File: src/rtl/ldalign_pkg.sv
package ldalign_pkg;

    // Access width code carried on req_size
    typedef enum logic [1:0] {
        SZ_BYTE  = 2'd0,
        SZ_HALF  = 2'd1,
        SZ_WORD  = 2'd2,
        SZ_WORD3 = 2'd3
    } ld_size_e;

    // Control states
    typedef enum logic [2:0] {
        ST_IDLE,
        ST_LO_REQ,
        ST_LO_WAIT,
        ST_HI_REQ,
        ST_HI_WAIT,
        ST_RESP,
        ST_FAULT
    } ld_state_e;

endpackage

File: src/rtl/ldalign_decode.sv
module ldalign_decode
    import ldalign_pkg::*;
#(
    parameter  int DATA_W = 32,
    localparam int BYTES  = DATA_W / 8,
    localparam int OFF_W  = $clog2(BYTES)
) (
    input  logic [OFF_W-1:0] offset,
    input  ld_size_e         size,
    output logic             misaligned,
    output logic             crosses
);

    logic [OFF_W:0] width;
    logic [OFF_W:0] span_end;

    // Byte count of the access
    always_comb begin
        unique case (size)
            SZ_BYTE: width = (OFF_W+1)'(1);
            SZ_HALF: width = (OFF_W+1)'(2);
            default: width = (OFF_W+1)'(BYTES);
        endcase
    end

    // One past the last byte touched, relative to the word start
    assign span_end   = {1'b0, offset} + width;
    assign crosses    = span_end > (OFF_W+1)'(BYTES);
    assign misaligned = ({1'b0, offset} & (width - (OFF_W+1)'(1))) != '0;

endmodule

File: src/rtl/ldalign_merge.sv
module ldalign_merge
    import ldalign_pkg::*;
#(
    parameter  int DATA_W = 32,
    localparam int BYTES  = DATA_W / 8,
    localparam int OFF_W  = $clog2(BYTES),
    localparam int SH_W   = OFF_W + 4
) (
    input  logic [DATA_W-1:0] lo_word,
    input  logic [DATA_W-1:0] hi_word,
    input  logic [OFF_W-1:0]  offset,
    input  logic              crosses,
    input  ld_size_e          size,
    input  logic              sign_ext,
    output logic [DATA_W-1:0] result
);

    logic [SH_W-1:0]   lo_shift;
    logic [SH_W-1:0]   hi_shift;
    logic [DATA_W-1:0] lo_part;
    logic [DATA_W-1:0] hi_part;
    logic [DATA_W-1:0] merged;

    // Lower word moves down by the byte offset; upper word moves up by the rest
    assign lo_shift = SH_W'({offset, 3'b000});
    assign hi_shift = SH_W'(DATA_W) - lo_shift;
    assign lo_part  = lo_word >> lo_shift;
    assign hi_part  = crosses ? (hi_word << hi_shift) : '0;
    assign merged   = lo_part | hi_part;

    // Width trim and extension
    always_comb begin
        unique case (size)
            SZ_BYTE: result = {{(DATA_W-8){sign_ext & merged[7]}}, merged[7:0]};
            SZ_HALF: result = {{(DATA_W-16){sign_ext & merged[15]}}, merged[15:0]};
            default: result = merged;
        endcase
    end

endmodule

File: src/rtl/ldalign_ctrl.sv
module ldalign_ctrl
    import ldalign_pkg::*;
(
    input  logic clk,
    input  logic rst_n,
    input  logic req_valid,
    input  logic trap_mode,
    input  logic misal_in,
    input  logic cross_q,
    input  logic mem_req_ready,
    input  logic mem_rsp_valid,
    output logic req_ready,
    output logic accept,
    output logic mem_req_valid,
    output logic sel_hi,
    output logic cap_lo,
    output logic cap_hi,
    output logic rsp_valid,
    output logic rsp_fault
);

    ld_state_e state_q;
    ld_state_e state_d;

    // State register
    always_ff @(posedge clk) begin
        if (!rst_n) begin
            state_q <= ST_IDLE;
        end else begin
            state_q <= state_d;
        end
    end

    // Transitions
    always_comb begin
        state_d = state_q;
        unique case (state_q)
            ST_IDLE: begin
                if (req_valid) begin
                    state_d = (trap_mode && misal_in) ? ST_FAULT : ST_LO_REQ;
                end
            end
            ST_LO_REQ: begin
                if (mem_req_ready) state_d = ST_LO_WAIT;
            end
            ST_LO_WAIT: begin
                if (mem_rsp_valid) state_d = cross_q ? ST_HI_REQ : ST_RESP;
            end
            ST_HI_REQ: begin
                if (mem_req_ready) state_d = ST_HI_WAIT;
            end
            ST_HI_WAIT: begin
                if (mem_rsp_valid) state_d = ST_RESP;
            end
            ST_RESP:  state_d = ST_IDLE;
            ST_FAULT: state_d = ST_IDLE;
            default:  state_d = ST_IDLE;
        endcase
    end

    // Outputs decoded from the state
    always_comb begin
        req_ready     = 1'b0;
        accept        = 1'b0;
        mem_req_valid = 1'b0;
        sel_hi        = 1'b0;
        cap_lo        = 1'b0;
        cap_hi        = 1'b0;
        rsp_valid     = 1'b0;
        rsp_fault     = 1'b0;
        unique case (state_q)
            ST_IDLE: begin
                req_ready = 1'b1;
                accept    = req_valid;
            end
            ST_LO_REQ:  mem_req_valid = 1'b1;
            ST_LO_WAIT: cap_lo = mem_rsp_valid;
            ST_HI_REQ: begin
                mem_req_valid = 1'b1;
                sel_hi        = 1'b1;
            end
            ST_HI_WAIT: cap_hi = mem_rsp_valid;
            ST_RESP:    rsp_valid = 1'b1;
            ST_FAULT: begin
                rsp_valid = 1'b1;
                rsp_fault = 1'b1;
            end
            default: ;
        endcase
    end

endmodule

File: src/rtl/ldalign_top.sv
module ldalign_top
    import ldalign_pkg::*;
#(
    parameter  int ADDR_W = 32,
    parameter  int DATA_W = 32,
    localparam int BYTES  = DATA_W / 8,
    localparam int OFF_W  = $clog2(BYTES),
    localparam int IDX_W  = ADDR_W - OFF_W
) (
    input  logic              clk,
    input  logic              rst_n,
    input  logic              req_valid,
    output logic              req_ready,
    input  logic [ADDR_W-1:0] req_addr,
    input  logic [1:0]        req_size,
    input  logic              req_signed,
    input  logic              trap_mode,
    output logic              mem_req_valid,
    input  logic              mem_req_ready,
    output logic [IDX_W-1:0]  mem_addr,
    input  logic              mem_rsp_valid,
    input  logic [DATA_W-1:0] mem_rsp_data,
    output logic              rsp_valid,
    output logic [DATA_W-1:0] rsp_data,
    output logic              rsp_fault,
    output logic [ADDR_W-1:0] rsp_fault_addr
);

    ld_size_e          size_in;
    logic              misal_in;
    logic              cross_in;
    logic              accept;
    logic              sel_hi;
    logic              cap_lo;
    logic              cap_hi;
    logic [ADDR_W-1:0] addr_q;
    ld_size_e          size_q;
    logic              sgn_q;
    logic              cross_q;
    logic [DATA_W-1:0] lo_q;
    logic [DATA_W-1:0] hi_q;
    logic [DATA_W-1:0] merged;
    logic [IDX_W-1:0]  idx_q;

    assign size_in = ld_size_e'(req_size);

    ldalign_decode #(.DATA_W(DATA_W)) decode_i (
        .offset     (req_addr[OFF_W-1:0]),
        .size       (size_in),
        .misaligned (misal_in),
        .crosses    (cross_in)
    );

    ldalign_ctrl ctrl_i (
        .clk           (clk),
        .rst_n         (rst_n),
        .req_valid     (req_valid),
        .trap_mode     (trap_mode),
        .misal_in      (misal_in),
        .cross_q       (cross_q),
        .mem_req_ready (mem_req_ready),
        .mem_rsp_valid (mem_rsp_valid),
        .req_ready     (req_ready),
        .accept        (accept),
        .mem_req_valid (mem_req_valid),
        .sel_hi        (sel_hi),
        .cap_lo        (cap_lo),
        .cap_hi        (cap_hi),
        .rsp_valid     (rsp_valid),
        .rsp_fault     (rsp_fault)
    );

    // Request capture
    always_ff @(posedge clk) begin
        if (!rst_n) begin
            addr_q  <= '0;
            size_q  <= SZ_BYTE;
            sgn_q   <= 1'b0;
            cross_q <= 1'b0;
        end else if (accept) begin
            addr_q  <= req_addr;
            size_q  <= size_in;
            sgn_q   <= req_signed;
            cross_q <= cross_in;
        end
    end

    // Read word capture
    always_ff @(posedge clk) begin
        if (!rst_n) begin
            lo_q <= '0;
            hi_q <= '0;
        end else begin
            if (cap_lo) lo_q <= mem_rsp_data;
            if (cap_hi) hi_q <= mem_rsp_data;
        end
    end

    ldalign_merge #(.DATA_W(DATA_W)) merge_i (
        .lo_word  (lo_q),
        .hi_word  (hi_q),
        .offset   (addr_q[OFF_W-1:0]),
        .crosses  (cross_q),
        .size     (size_q),
        .sign_ext (sgn_q),
        .result   (merged)
    );

    assign idx_q          = addr_q[ADDR_W-1:OFF_W];
    assign mem_addr       = sel_hi ? idx_q + IDX_W'(1) : idx_q;
    assign rsp_data       = (rsp_valid && !rsp_fault) ? merged : '0;
    assign rsp_fault_addr = rsp_fault ? addr_q : '0;

endmodule

File: config.mk
export PLATFORM = sky130hd
export DESIGN_NAME = ldalign_top
export DESIGN_NICKNAME = d
export VERILOG_FILES = /design/src/rtl/ldalign_pkg.sv /design/src/rtl/ldalign_decode.sv /design/src/rtl/ldalign_merge.sv /design/src/rtl/ldalign_ctrl.sv /design/src/rtl/ldalign_top.sv
export SDC_FILE = /design/constraint.sdc
export NUM_CORES = 1
export LEC_CHECK = 0
export ABC_CLOCK_PERIOD_IN_PS = 4600
export BUFFER_PORTS_ARGS = -buffer_cell sky130_fd_sc_hd__buf_2
export CAP_MARGIN = 0
export CORE_MARGIN = 1
export CORE_UTILIZATION = 55
export CTS_BUF_LIST = sky130_fd_sc_hd__clkbuf_8
export DETAILED_ROUTE_END_ITERATION = 7
export GPL_TIMING_DRIVEN = 0
export PLACE_DENSITY = 0.88
export SYNTH_ARGS = -nofsm -noshare
export SYNTH_HDL_FRONTEND = slang
export SYNTH_HIERARCHICAL = 1
export SYNTH_SLANG_ARGS = --single-unit
File: constraint.sdc
create_clock -name clk -period 4.6 [get_ports clk]
set_clock_uncertainty 0.05 [all_clocks]
set_input_delay 0.92 -clock clk [delete_from_list [all_inputs] [get_ports clk]]
set_output_delay 0.92 -clock clk [all_outputs]
set_load 0.005 [all_outputs]
==> results of run 1 <==
cells in the mapped netlist, drive strengths merged:
cell / count
mux2i: 142
o32ai: 1
nor3b: 3
o22ai: 7
clkbuf: 27
or2: 1
a221o: 1
nor4b: 2
o21a: 1
a32oi: 1
a211o: 1
and3: 4
mux2: 9
nor3: 4
fa: 1
o221ai: 9
nand3b: 2
xnor2: 26
and2: 69
a21o: 1
o21ai: 9
a31oi: 3
a2111oi: 8
mux4: 1
or3: 1
a21oi: 38
a31o: 1
nor4: 4
or3b: 1
nand2b: 2
nand3: 12
nand2: 15
a211oi: 8
buf: 23
nor2b: 102
and4: 1
nand4: 13
ha: 4
inv: 11
dfxtp: 103
nor2: 29
xor2: 5
repair_timing:
action                                  in CTS  in global routing
hold endpoints to repair                     0                  0
pin swaps                                    0                  0
gates resized for setup                      3                  8
endpoints found under the setup margin      12                 23
registers in the layout, summed over array words and instances, names as in the netlist:
name / flops
sgn_q: 1
cross_q: 1
lo_q: 32
addr_q: 32
hi_q: 32
size_q: 2
ctrl_i/state_q: 3
metal layers:
metal  wire length [um]  GRT usage, %  share of wire [%]  up-vias
met5                  0             0                  0        -
met4                591         14.19                3.3        0
met3               1462         5.996                8.1       55
met2               8685         51.34                 48      316
met1               7256         35.54                 40     2698
li1                   -             -                  -     2818
where the power goes:
part	total, uW	internal, uW	switching [uW]
Sequential	1210	1040	172
Combinational	1220	571	654
Clock	530	199	331
worst max-delay path, cell delays in order (launching register included):
cell and delay [ns]:
dfxtp_2 0.40, buf_4 0.23, clkbuf_4 0.27, inv_1 0.13, ha_1 0.35, or3b_1 0.38
clkbuf_1 0.21, o221ai_2 0.27, a32oi_4 0.15, buf_6 0.22, a21oi_1 0.22, and2_1 0.16
buf_2 0.11
per-stage QoR:
stage | setup WS (ns) | cells | total power, uW | hold slack (ns)
5_1_grt | 0.003600 | 1035 | 3148 | 0.5064
4_1_cts | 0.006831 | 1035 | 2947 | 0.4818
2_1_floorplan | 1.074 | 706 | 2068 | 0.4276
3_3_place_gp | 0.4005 | 1019 | 2389 | 0.4485
3_5_place_dp | 0.3459 | 1019 | 2423 | 0.4587
6_report | 0.1494 | 1035 | 2964 | 0.4809
area by class of cell:
type                    count  area [um2]
well taps                 143       178.9
repair buffers            170       850.8
flip-flops and latches    103        2063
inverters                  11       41.29
fillers                   918        3771
plain buffers              50       237.7
multi-input cells         542        4101
clock inverters             7       50.05
clock buffers               9       123.9
worst paths after layout:
| path | endpoint | slack (ns) | cells past startpoint |
|---|---|---|---|
| setup / recovery | rsp_data[26] | 0.15 | 12 |
| hold / removal | lo_q[1]$_SDFFE_PN0P_ | 0.48 | 2 |
| setup reg to reg | addr_q[21]$_SDFFE_PN0P_ | 2.38 | 7 |
| hold reg to reg | lo_q[1]$_SDFFE_PN0P_ | 0.48 | 2 |
cells by family (layout without fill, tap and decap cells):
kind of cell | Yosys count | count (layout) | share of synthesized area, %
compound gates | 89 | 89 | 9.274
simple gates | 265 | 265 | 25.01
buf+inv | 61 | 247 | 4.228
fa+ha+maj | 5 | 5 | 1.091
xor+xnor | 31 | 31 | 4.228
flops | 103 | 103 | 32.11
mux | 152 | 152 | 24.06
==> results.md, run 1 <==
* Ports at 171
* Rel. slew slack at 51.50%
* Reg clk slew, reported paths at 0.10 ns
* Vias in the first global route at 5421
* Layout Nets at 965
* First-pass GRT wire length at 27280 um
* IO buf count at 170
* R2r startpoint: ctrl_i/state_q[2]$_SDFFE_PN0P_
* TNS Setup at 0 ns
* Initial drt markers at 586
* DR vias at 5887
* Synth top area cells: dfxtp_1 32%, mux2i_1 22%, nor2b_1 9.9%, and2_1 6.5%, xnor2_1 3.5%
* Period utilization at 96.75%
* Cts bufs inserted at 9
* Synth top area share at 32.11%
* Setup crit start kind: flip-flop
* Routed Antenna Nets at 0
* Antenna violations before repair at 0
* Unrepaired setup endpoints after global routing: no
* Total of warnings raised by yosys at 6
* Largest net degree at the start of global routing at 18
* ANT cells at 0
* Routed WL per cell at 17.39 um
* Kind of critical path: flip-flop to output port
* Core Util, Final at 66.97%
* Gr ovfl total at 0
* Syn Area/Cell at 9.097 um2
* Post-synthesis sequential area ratio at 32.11%
* Postcts setup bufs at 0
* Hold Crit Class: flip-flop to flip-flop
* Root Buffer: clkbuf_8
* Maximum VDD drop at 0.0002171 V
* Worst slew pin tran at 0.7248 ns
* TritonCTS clock tree: yes
* Final HPWL DP at 13610 um
* Fin area at 7647 um2
* Worst setup path start: addr_q[1]$_SDFFE_PN0P_
* DP Area at 7452 um2
* Worst-case clock buffer depth at 2
* Starting Density at 56.25%
* Commonest non-fill, non-tap cell in the layout: buf_2
* Final RePlAce weighted congestion at 0.9579
* Core area at 11420 um2
* Largest fanout on the critical path at 10
* Crit. End Element: output port
* Gr usage total at 29.85%
* Die area at 12110 um2
* Clock sink total at 103
* Skew-Pair Late Insertion Delay at 0.38 ns
* Fraction of layout cells with a size suffix above 1 at 26.35%
* CTS H-Tree Depth at 3
* PD cells at 387.6 nW/um2
* Max Freq at 224.7 MHz
* Final Setup Violations at 0
* # hold bufs at CTS at 0
* Final Hold Fails at 0
* Unique masters post-synth at 51
* Dominant cell type by area after synthesis: dfxtp_1
* Die Y at 110.1 um
* Remaining DRCs at 0
* Hold path start: lo_q[1]$_SDFFE_PN0P_
* Status: finished clean
* CP required at 3.63 ns
* Area delta synth->final at 19.07%
* #FFs+latches synth at 103
* Leak at 0.003082 uW
* Via/cell ratio at 5.688
* Chip Width at 110.1 um
* Mapped Area at 6422 um2
* Most frequent cells in the layout: 188 x buf_2, 142 x mux2i_1, 102 x nor2b_1, 102 x dfxtp_1, 67 x and2_1
* Drt total wl at 18000 um
* Tmin final at 4.451 ns
* 1st-pass router iterations at 7
* Final Slew Violations at 0
* Arrival time at the worst endpoint at 3.48 ns
* Row count at 39
* Syn Nets at 784
* Max-Cap Viols at 0
* Cells after synthesis at 706
Note: power is estimated with default switching activity, not from simulation.
==> inputs of run 2 (changes only) <==
ABC_CLOCK_PERIOD_IN_PS = default   (was 4600)
RECOVER_POWER = 25   (was default)
==> run 2 against run 1 <==
  * Wire length down 0.29%
  * Utilization fell by 0.18 points
  * Final cell count stayed put
  * Clock power about the same
  * Hold slack about the same
  * Combinational power is essentially flat
  * Setup slack lost 0.034 ns
  * Cell area down 0.26%
  * Global-route usage unchanged
  * Largest cell class unchanged
  * Fmax fell by 0.76%
  * Critical endpoint unchanged
  * Non-clock buffer count did not move
  * Critical path type unchanged
  * Clock-buffer cell count did not move
  * Largest power group is now sequential cells
==> results.md, run 2 (synthesis gave the netlist of run 1 again) <==
* Postcts setup bufs at 0 (unchanged)
* Int Pwr at 1799 uW (-0.42%)
* CP cell instances: buf_4 -> clkbuf_4 -> inv_1 -> ha_1 -> or3b_1 -> clkbuf_1 -> buf_2 -> nor2_1 -> a2111oi_0 -> a21oi_1 -> and2_1 -> buf_2
* Final Hold Fails at 0 (unchanged)
* Max-Cap Viols at 0 (unchanged)
* Crit. End Element: output port
* WP buf/inv at 6 (unchanged)
* WHS Path Cells at 2 (unchanged)
* R2R setup slack at 2.05 ns (-0.33 ns)
* WHS Endpoint: lo_q[1]$_SDFFE_PN0P_
* Worst-case clock buffer depth at 2 (unchanged)
* Maximum VDD drop at 0.0002172 V (about the same)
* Logic pwr share at 41.1% (-0.2 points)
* Chip Width at 110.1 um (unchanged)
* ANT cells at 0 (unchanged)
* Kind of critical path: flip-flop to output port
* P_sw at 1154 uW (-0.24%)
* PD cells at 387.2 nW/um2 (about the same)
* Via/cell ratio at 5.685 (about the same)
* Crit-path leading delay family: buffers and inverters
* Remaining DRCs at 0 (unchanged)
* Unrepaired setup endpoints after global routing: no
* Area delta synth->final at 18.76%
* Arrival time at the worst endpoint at 3.51 ns (+0.03 ns)
* Setup crit start kind: flip-flop
* Worst hold margin at 0.4812 ns (+0.0003460 ns)
* Gr ovfl total at 0 (unchanged)
* Worst slew pin tran at 0.8656 ns (+0.1409 ns)
* Largest net degree at the start of global routing at 18 (unchanged)
* Rel. slew slack at 42.29% (-9.2 points)
* TNS Setup at 0 ns (unchanged)
* Antenna violations before repair at 0 (unchanged)
* IO buf count at 170 (unchanged)
* Cell depth of the worst flop-to-flop path at 6 (-1)
* Starting Density at 56.25% (unchanged)
* Gr usage total at 29.85% (unchanged)
* Ports at 171 (unchanged)
* Die area at 12110 um2 (unchanged)
* Reg area at 2063 um2 (unchanged)
* Biggest regs: addr_q: 32 flops, hi_q: 32 flops, lo_q: 32 flops
* Switching Share at 39.07% (+0.044 points)
* Final RePlAce weighted congestion at 0.9579 (unchanged)
* Reg clk slew, reported paths at 0.10 ns (about the same)
* Final HPWL DP at 13610 um (unchanged)
* Clock power share at 17.9% (about the same)
* Routed Antenna Nets at 0 (unchanged)
* 1st-pass router iterations at 5 (-2)
* TritonCTS clock tree: yes
* Root Buffer: clkbuf_8
* Largest fanout on the critical path at 10 (unchanged)
* Crit path top cell by count: buf_2
* Drt total wl at 17940 um (-0.29%)
* Fraction of layout cells with a size suffix above 1 at 25.22% (-1.1 points)
* CTS H-Tree Depth at 3 (unchanged)
* Leak at 0.003043 uW (-1.3%)
* Initial drt markers at 608 (+3.8%)
* Layout Nets at 965 (unchanged)
* CP max stage cell: a2111oi_0
* Tmin final at 4.485 ns (+0.03398 ns)
* Final Setup Violations at 0 (unchanged)
* Filler cells at 921 (+0.33%)
* Reg power frac at 41.0% (+0.2 points)
* CP required at 3.63 ns (about the same)
* DR vias at 5884 (-0.051%)
* Row count at 39 (unchanged)
* Clock sink total at 103 (unchanged)
* R2R Path End: hi_q[20]$_SDFFE_PN0P_
* Multi-input gate area in the final layout at 4095 um2 (-0.15%)
* Cts bufs inserted at 9 (unchanged)
* Final Slew Violations at 0 (unchanged)
* Vias in the first global route at 5421 (unchanged)
* Skew-Pair Late Insertion Delay at 0.38 ns (about the same)
* Core area at 11420 um2 (unchanged)
* Die Y at 110.1 um (unchanged)
* Crit path largest cell delay at 0.43 ns (+0.03 ns)
* DP Area at 7452 um2 (unchanged)
* R2r startpoint: ctrl_i/state_q[2]$_SDFFE_PN0P_
* Commonest non-fill, non-tap cell in the layout: buf_2
* Max Freq at 223.0 MHz (-0.76%)
* Status: finished clean
* Routed WL per cell at 17.34 um (-0.29%)
* Most frequent cells in the layout: 180 x buf_2, 142 x mux2i_1, 102 x nor2b_1, 102 x dfxtp_1, 66 x and2_1
* Fin area at 7627 um2 (-0.26%)
* Hold Crit Class: flip-flop to flip-flop
* Hold path start: lo_q[1]$_SDFFE_PN0P_
* First-pass GRT wire length at 27280 um (unchanged)
* Period utilization at 97.49% (+0.74 points)
[run 2: cell type report]
class,instances,share of cell area (%)
inverters,11,0.5413
multi-input cells,542,53.69
plain buffers,50,2.969
repair buffers,170,11.12
clock buffers,9,1.624
clock inverters,7,0.6562
flip-flops and latches,103,27.05
well taps,143,2.346
[run 2: layer usage]
metal  global-route usage [%]  vias to the layer above  part of all wire (%)
li1                         -                     2818                     -
met2                    51.34                      301                    48
met3                    5.996                       61                   7.6
met4                    14.19                        0                   3.9
met5                        0                        -                     0
met1                    35.54                     2704                    41
[run 2: stage by stage]
| stage | power (uW) | setup WS (ns) | instances | utilization [%] |
|---|---|---|---|---|
| CTS | 2947 | 0.006831 | 1035 | 66.91 |
| global placement | 2389 | 0.4005 | 1019 | 65.26 |
| finish | 2953 | 0.1155 | 1035 | 66.80 |
| floorplan | 2068 | 1.074 | 706 | - |
| global route | 3138 | 0.003600 | 1035 | 66.80 |
| detailed placement | 2423 | 0.3459 | 1019 | 65.26 |
[run 2: how the worst max path moves through the flow]
stage | cells past startpoint | endpoint | slack [ns] | from
4_1_cts | 12 | rsp_data[26] | 0.007 | addr_q[1]$_SDFFE_PN0P_
3_3_place_gp | 12 | rsp_data[26] | 0.40 | addr_q[1]$_SDFFE_PN0P_
3_5_place_dp | 12 | rsp_data[26] | 0.35 | addr_q[1]$_SDFFE_PN0P_
6_report | 12 | rsp_data[26] | 0.12 | addr_q[1]$_SDFFE_PN0P_
5_1_grt | 12 | rsp_data[22] | 0.004 | addr_q[1]$_SDFFE_PN0P_
2_1_floorplan | 11 | rsp_data[26] | 1.07 | addr_q[1]$_SDFFE_PN0P_
[run 2: power by group through the flow]
stage	Combinational, uW	Sequential, uW	Clock (uW)
after CTS	1210	1200	535
after floorplan	898	1170	0
final	1210	1210	530
after detailed placement	1200	1220	0
after global routing	1330	1230	580
after global placement	1170	1220	0
[run 2: timing repair]
item	in CTS	in global routing
cloned	0	0
hold buffers	0	0
gates resized for setup	3	8
setup endpoints to repair	12	23
[run 2: worst register-to-register path: cells and delay by family, from the launching register on]
| family | cells | cell delay (ns) |
|---|---|---|
| buf+inv | 3 | 1.40 |
| flops | 1 | 0.39 |
| simple gates | 2 | 0.33 |
| mux | 1 | 0.27 |
